File: config.mk
export PLATFORM = sky130hd
export DESIGN_NAME = isqrt_seq
export DESIGN_NICKNAME = d
export VERILOG_FILES = /design/src/rtl/isqrt_pkg.sv /design/src/rtl/isqrt_rst_sync.sv /design/src/rtl/isqrt_step.sv /design/src/rtl/isqrt_ctrl.sv /design/src/rtl/isqrt_seq.sv
export SDC_FILE = /design/constraint.sdc
export NUM_CORES = 1
export LEC_CHECK = 0
export BUFFER_PORTS_ARGS = -buffer_cell sky130_fd_sc_hd__buf_2
export CORE_ASPECT_RATIO = 2
export CORE_UTILIZATION = 46
export DETAILED_ROUTE_END_ITERATION = 8
export PLACE_DENSITY = 0.7
export SETUP_SLACK_MARGIN = 0.15
export SKIP_CTS_REPAIR_TIMING = 1
export SLEW_MARGIN = 0
export SYNTH_ARGS = -nofsm -noshare
export SYNTH_HDL_FRONTEND = slang
export SYNTH_SLANG_ARGS = --single-unit
File: constraint.sdc
create_clock -name clk -period 1.2 [get_ports clk]
set_input_delay 0.12 -clock clk [delete_from_list [all_inputs] [get_ports clk]]
set_output_delay 0.12 -clock clk [all_outputs]
set_load 0.005 [all_outputs]
File: src/rtl/isqrt_pkg.sv
package isqrt_pkg;
  typedef enum logic {
    ST_IDLE = 1'b0,
    ST_RUN  = 1'b1
  } isqrt_state_e;
endpackage

File: src/rtl/isqrt_rst_sync.sv
module isqrt_rst_sync (
  input  logic clk,
  input  logic rst_n,
  output logic rst_n_sync
);
  logic [1:0] sync_q;

  always_ff @(posedge clk or negedge rst_n) begin
    if (!rst_n) sync_q <= 2'b00;
    else        sync_q <= {sync_q[0], 1'b1};
  end

  assign rst_n_sync = sync_q[1];
endmodule

File: src/rtl/isqrt_step.sv
// One restoring trial-subtract stage, purely combinational.
module isqrt_step #(
  parameter int N = 8
) (
  input  logic [N-1:0]   rem_i,   // low N bits of the partial remainder
  input  logic [N-1:0]   root_i,
  input  logic [1:0]     pair_i,
  output logic [N+1:0]   rem_nx_o,
  output logic [N-1:0]   root_nx_o
);
  logic [N+1:0] trial;
  logic [N+1:0] cmpv;
  logic         fits;

  always_comb begin
    trial     = {rem_i, pair_i};
    cmpv      = {root_i, 2'b01};
    fits      = (trial >= cmpv);
    rem_nx_o  = fits ? (trial - cmpv) : trial;
    root_nx_o = {root_i[N-2:0], fits};
  end
endmodule

File: src/rtl/isqrt_ctrl.sv
module isqrt_ctrl
  import isqrt_pkg::*;
#(
  parameter int N = 8
) (
  input  logic clk,
  input  logic rst_n,
  input  logic start_i,
  output logic load_o,
  output logic step_o,
  output logic busy_o,
  output logic done_o
);
  localparam int CW = (N > 1) ? $clog2(N) : 1;

  isqrt_state_e state_q, state_d;
  logic [CW-1:0] cnt_q, cnt_d;
  logic          done_q, done_d;

  always_comb begin
    state_d = state_q;
    cnt_d   = cnt_q;
    done_d  = 1'b0;
    load_o  = 1'b0;
    step_o  = 1'b0;
    case (state_q)
      ST_IDLE: begin
        if (start_i) begin
          load_o  = 1'b1;
          cnt_d   = CW'(N - 1);
          state_d = ST_RUN;
        end
      end
      ST_RUN: begin
        step_o = 1'b1;
        if (cnt_q == '0) begin
          state_d = ST_IDLE;
          done_d  = 1'b1;
        end else begin
          cnt_d = cnt_q - 1'b1;
        end
      end
      default: state_d = ST_IDLE;
    endcase
  end

  always_ff @(posedge clk or negedge rst_n) begin
    if (!rst_n) begin
      state_q <= ST_IDLE;
      cnt_q   <= '0;
      done_q  <= 1'b0;
    end else begin
      state_q <= state_d;
      cnt_q   <= cnt_d;
      done_q  <= done_d;
    end
  end

  assign busy_o = (state_q == ST_RUN);
  assign done_o = done_q;
endmodule

File: src/rtl/isqrt_seq.sv
module isqrt_seq #(
  parameter int N = 8
) (
  input  logic           clk,
  input  logic           rst_n,
  input  logic           start_i,
  input  logic [2*N-1:0] radicand_i,
  output logic           busy_o,
  output logic           done_o,
  output logic [N-1:0]   root_o,
  output logic [N+1:0]   rem_o
);
  localparam int RW = 2 * N;
  localparam int MW = N + 2;

  logic rst_n_int;
  logic load, step;

  logic [RW-1:0] sreg_q, sreg_d;
  logic [MW-1:0] rem_q, rem_d, rem_step;
  logic [N-1:0]  root_q, root_d, root_step;

  isqrt_rst_sync u_rst (
    .clk        (clk),
    .rst_n      (rst_n),
    .rst_n_sync (rst_n_int)
  );

  isqrt_ctrl #(.N(N)) u_ctrl (
    .clk     (clk),
    .rst_n   (rst_n_int),
    .start_i (start_i),
    .load_o  (load),
    .step_o  (step),
    .busy_o  (busy_o),
    .done_o  (done_o)
  );

  isqrt_step #(.N(N)) u_step (
    .rem_i     (rem_q[N-1:0]),
    .root_i    (root_q),
    .pair_i    (sreg_q[RW-1:RW-2]),
    .rem_nx_o  (rem_step),
    .root_nx_o (root_step)
  );

  always_comb begin
    sreg_d = sreg_q;
    rem_d  = rem_q;
    root_d = root_q;
    if (load) begin
      sreg_d = radicand_i;
      rem_d  = '0;
      root_d = '0;
    end else if (step) begin
      sreg_d = {sreg_q[RW-3:0], 2'b00};
      rem_d  = rem_step;
      root_d = root_step;
    end
  end

  always_ff @(posedge clk or negedge rst_n_int) begin
    if (!rst_n_int) begin
      sreg_q <= '0;
      rem_q  <= '0;
      root_q <= '0;
    end else if (load || step) begin
      sreg_q <= sreg_d;
      rem_q  <= rem_d;
      root_q <= root_d;
    end
  end

  assign root_o = root_q;
  assign rem_o  = rem_q;
endmodule

-- Word level (Yosys, flattened, before mapping)
Cells that the tools add are included.
- register bits: 41
- word-level logic and storage cells: 35
- equal/unequal tests: 2
- reduce and logical (&&, ||, !) cells: 5
- add/sub/neg operators: 2
- bitwise operators: 1
- muxes and demuxes: 17
- magnitude comparators: 1
- operators with widths (cell ; count):
    16-bit 2-to-1 mux ; 2
    10-bit 2-to-1 mux ; 3
    8-bit 2-to-1 mux ; 2
    10-bit greater-or-equal comparator ; 1
    10-bit subtractor ; 1
    1-bit 2-to-1 mux ; 6
    3-bit 2-to-1 mux ; 2
    3-bit case mux with 2 select lines ; 1
    2-bit != test, second input constant ; 2
    2-bit AND reduction ; 2
    3-bit logical NOT ; 1
    3-bit by 1-bit subtractor with 3-bit output, second input constant ; 1
    1-bit case mux with 2 select lines ; 1
    2-bit nonzero test ; 1
    1-bit logical OR ; 1
    1-bit inverter ; 1

-- Depth between registers and ports, before layout
- depth after elaboration: 4
- depth in mapped cells: 9

-- Modules after synthesis
Synthesis repeated with hierarchy kept, for this count alone.
- cell total of the unflattened synthesis: 237
- area, all modules: 2458.6 um^2
- modules (own cells, without submodules) (module ; sequential area each (um^2) ; instances ; cells an instance ; area an instance (um^2)):
    isqrt_seq ; 850.8 ; 1 ; 127 ; 1481.4
    isqrt_step ; 0.0 ; 1 ; 84 ; 668.1
    isqrt_ctrl ; 125.1 ; 1 ; 23 ; 255.2
    isqrt_rst_sync ; 50.0 ; 1 ; 3 ; 53.8

-- Worst setup path before layout
No wires, ideal clock.
- path kind: reg-to-reg
- from: register root_q[0], in the netlist root_o[0]
- to: register rem_q[9], in the netlist rem_o[9]
- library setup time: 121 ps
- setup slack: -841 ps
- cell stages (with the launch flop): 9
- data arrival time: 1920 ps
- clock period less this slack: 2041 ps
- required time: 1079 ps
- cells stage by stage: dfrtp_1 > inv_1 > ha_1 > nor2b_4 > o31a_1 > o31ai_2 > nand3_2 > mux2_1 > a22o_1
- longest elaborated chain between the ends: 4
- RTL lines (element ; RTL line ; RTL):
    start, declared ; isqrt_seq.sv:21 ; logic [N-1:0] root_q, root_d, root_step;
    start signal, assigned ; isqrt_seq.sv:70 ; root_q <= root_d;
    10-bit subtractor or 10-bit greater-or-equal comparator (tied branches) ; isqrt_step.sv:19, isqrt_step.sv:18 ;
    10-bit 2-to-1 mux (*) ; isqrt_step.sv:19 ; rem_nx_o = fits ? (trial - cmpv) : trial;
    10-bit 2-to-1 mux (*) ; isqrt_seq.sv:55 ; end else if (step) begin
    10-bit 2-to-1 mux (*) ; isqrt_seq.sv:51 ; if (load) begin
    end signal, assigned ; isqrt_seq.sv:69 ; rem_q <= rem_d;
    end, declared ; isqrt_seq.sv:20 ; logic [MW-1:0] rem_q, rem_d, rem_step;
Every way passes the cells marked *; elsewhere a longest branch is shown, timed or not. The select of a mux whose other input is x is not followed.
A chain may end at the register's enable or synchronous reset.

-- Worst setup path in the final report
Same ends and word-level chain as after synthesis.

==> results by group <==
Run status
  • Outcome: finished with violations
  • Failing checks: negative setup slack

Global route
  • Grt ovf: 0
  • First-pass GRT wire length: 8950 um
  • Global-route usage over all layers: 0.236
  • Initial antenna violation count: 0
  • Largest net degree at the start of global routing: 40
  • Vias in the first global route: 2022

Clocking
  • Root Buffer: clkbuf_8
  • TritonCTS Buffers: 5
  • CTS sink count: 41
  • CTS Buffer Depth: 2
  • Clock transition at path regs: 0.09 ns
  • TritonCTS clock tree: yes
  • Htree depth: 2
  • Worst skew pair latency: 0.30 ns

Synth
  • Synthesized instance count: 230
  • Distinct cells, synth: 40
  • #FFs+latches synth: 41
  • Number of synthesized flops with an enable pin: 0
  • Seq/Total Area, Yosys: 0.454
  • Syn_area_per_cell: 9.83 um^2
  • Yosys warns: 0
  • Ys flop type: dfrtp_1
  • Net Count, Synth: 261
  • Async SR Flop Fraction: 1.00
  • Synthesized cell area: 2260 um^2

STA
  • RSZ-0062 raised after global routing: yes
  • Tmin final: 2.08 ns
  • Final worst-path cycle share: 1.73
  • Final setup fails: 11
  • Setup Skew: 0.0139 ns
  • PnR worst setup slack: -0.882 ns
  • Final hold violation count: 0
  • Final slew viol count: 0
  • Maximum clock rate: 480 MHz

Layout
  • Util after Layout: 0.730
  • Synth-to-Final Area Change: 50.0%
  • Final nets: 356
  • Most frequent cells in the layout: dfrtp_1 (39), buf_4 (38), nand2_1 (32)
  • Design Area, Final: 3390 um^2
  • Share of cells above drive strength 1: 0.420
  • Antenna diodes: 0
  • Leading cell type in the layout, fill and taps excluded: dfrtp_1
  • Final Non-Filler Cells: 381

Worst setup path
  • Worst Setup End Kind: register
  • Crit Path Class: register to register
  • Critical path required time: 1.39 ns
  • Startpoint Class: register
  • Arrival @ worst endpoint: 2.28 ns
  • R2R Path Start: root_o[0]$_DFFE_PN0P_
  • CP startpoint: root_o[0]$_DFFE_PN0P_
  • Critical path peak fanout: 2

Floorplan
  • Die Span Y: 101 um
  • Initial core utilization: 0.487
  • Io pins: 39
  • Row cnt: 35
  • Die area: 5220 um^2
  • Chip width: 51.6 um
  • Core Area: 4640 um^2

Routing
  • DRT iter0 DRCs: 26
  • WL final: 5930 um
  • First-pass iteration count of the detailed router: 4
  • DR vias: 2016
  • Wirelength per Cell: 15.6 um
  • Remaining DRCs: 0
  • ANT nets after route: 0
  • Vias/cell: 5.29

Power and ir drop
  • Static leakage: 1.67 nW
  • Pwr per Cell Area: 3410 nW/um^2
  • Peak supply drop: 0.00204 V

Hold path
  • Hold_sp: radicand_i[0]
  • Hold/Removal Path Class: input port to register

Placement
  • GP Congestion: 0.913
  • DP Area: 2930 um^2
  • Inst Count DP: 357
  • Hpwl dp: 4060 um
  • PortBufs: 38

Run
  • Total of max-cap violations: 0
==> layer usage <==
layer,wire length [um],GRT usage,vias to the layer above,share of wire
met5,0,0,-,0
met4,299,0.170,0,0.050
met3,129,0.0330,18,0.022
met2,3260,0.412,42,0.55
met1,2250,0.250,963,0.38
li1,-,-,993,-
==> Yosys cell counts, types with 2 or more instances <==
library cell / n / area, um^2
a21o_1: 4 / 30.0
a21oi_1: 10 / 50.1
a31oi_1: 2 / 12.5
buf_1: 2 / 7.51
clkbuf_1: 7 / 26.3
dfrtp_1: 41 / 1030
ha_1: 12 / 150
inv_1: 15 / 56.3
mux2i_1: 25 / 250
nand2_1: 33 / 124
nand3_1: 2 / 10.0
nand3b_1: 2 / 15.0
nor2_1: 13 / 48.8
nor3b_1: 2 / 15.0
o21ai_0: 19 / 95.1
o21ai_1: 3 / 15.0
o221ai_1: 2 / 17.5
o31ai_1: 8 / 60.1
xnor2_1: 5 / 43.8
xor2_1: 3 / 26.3
==> cells by family (layout without fill, tap and decap cells) <==
group / after synthesis / count (layout) / share of synthesized area
AND/OR/NAND/NOR: 60 / 60 / 0.122
AO/OA/AOI/OAI: 56 / 56 / 0.162
flip-flops: 41 / 41 / 0.454
multiplexers: 26 / 26 / 0.116
buffers and inverters: 26 / 122 / 0.0470
adder cells (fa/ha/maj): 12 / 12 / 0.0664
XOR/XNOR: 8 / 8 / 0.0310
other: 1 / 1 / 0.00166
==> area by class of cell <==
cell class,instances,area (um^2)
inverters,15,56.3
clock inverters,3,21.3
fillers,355,1250
multi-input cells,163,1260
repair buffers,99,885
well taps,55,68.8
clock buffers,5,68.8
flip-flops and latches,41,1030
==> critical path, cell delays in order (launching register included) <==
cell     delay (ns)
dfrtp_1        0.39
inv_2          0.08
ha_4           0.20
nor2b_4        0.12
o31a_1         0.27
o31ai_2        0.26
nand3_2        0.15
mux2_1         0.33
a22o_1         0.17
==> power by group <==
group,leakage (nW),switching (mW),internal [mW]
clock,0.0445,0.523,0.413
combinational,1.11,3.69,4.54
sequential,0.513,0.411,2.00
total,1.67,4.62,6.95
==> worst paths after layout <==
| path | to | slack (ns) | cells after the start |
|---|---|---|---|
| worst max register to register | rem_o[9]$_DFFE_PN0P_ | -0.88 | 8 |
| worst min register to register | sreg_q[0]$_DFFE_PN0P_ | 0.21 | 1 |
| min in group asynchronous | u_rst.sync_q[1]$_DFF_PN0_ | 0.13 | 2 |
| worst min-delay path | sreg_q[0]$_DFFE_PN0P_ | 0.07 | 3 |
| max in group asynchronous | u_ctrl.busy_o$_DFF_PN0_ | 0.76 | 1 |
| worst max-delay path | rem_o[9]$_DFFE_PN0P_ | -0.88 | 8 |
==> per-stage QoR <==
stage	setup TNS, ns	power [mW]	setup slack, ns	hold WS [ns]
floorplan	-7.19	6.57	-0.751	-0.176
global placement	-7.70	9.09	-0.776	-0.0957
global route	-9.72	12.5	-0.947	0.0820
CTS	-8.64	10.2	-0.865	-0.418
detailed placement	-8.26	9.22	-0.830	-0.0943
finish	-8.85	11.6	-0.882	0.0706
==> state kept, by name, summed over array words and instances, names as in the netlist <==
name	cells
u_ctrl.busy_o	1
u_rst.sync_q	2
u_ctrl.done_o	1
sreg_q	16
rem_o	10
u_ctrl.cnt_q	3
root_o	8
Note: power is estimated with default switching activity, not from simulation.
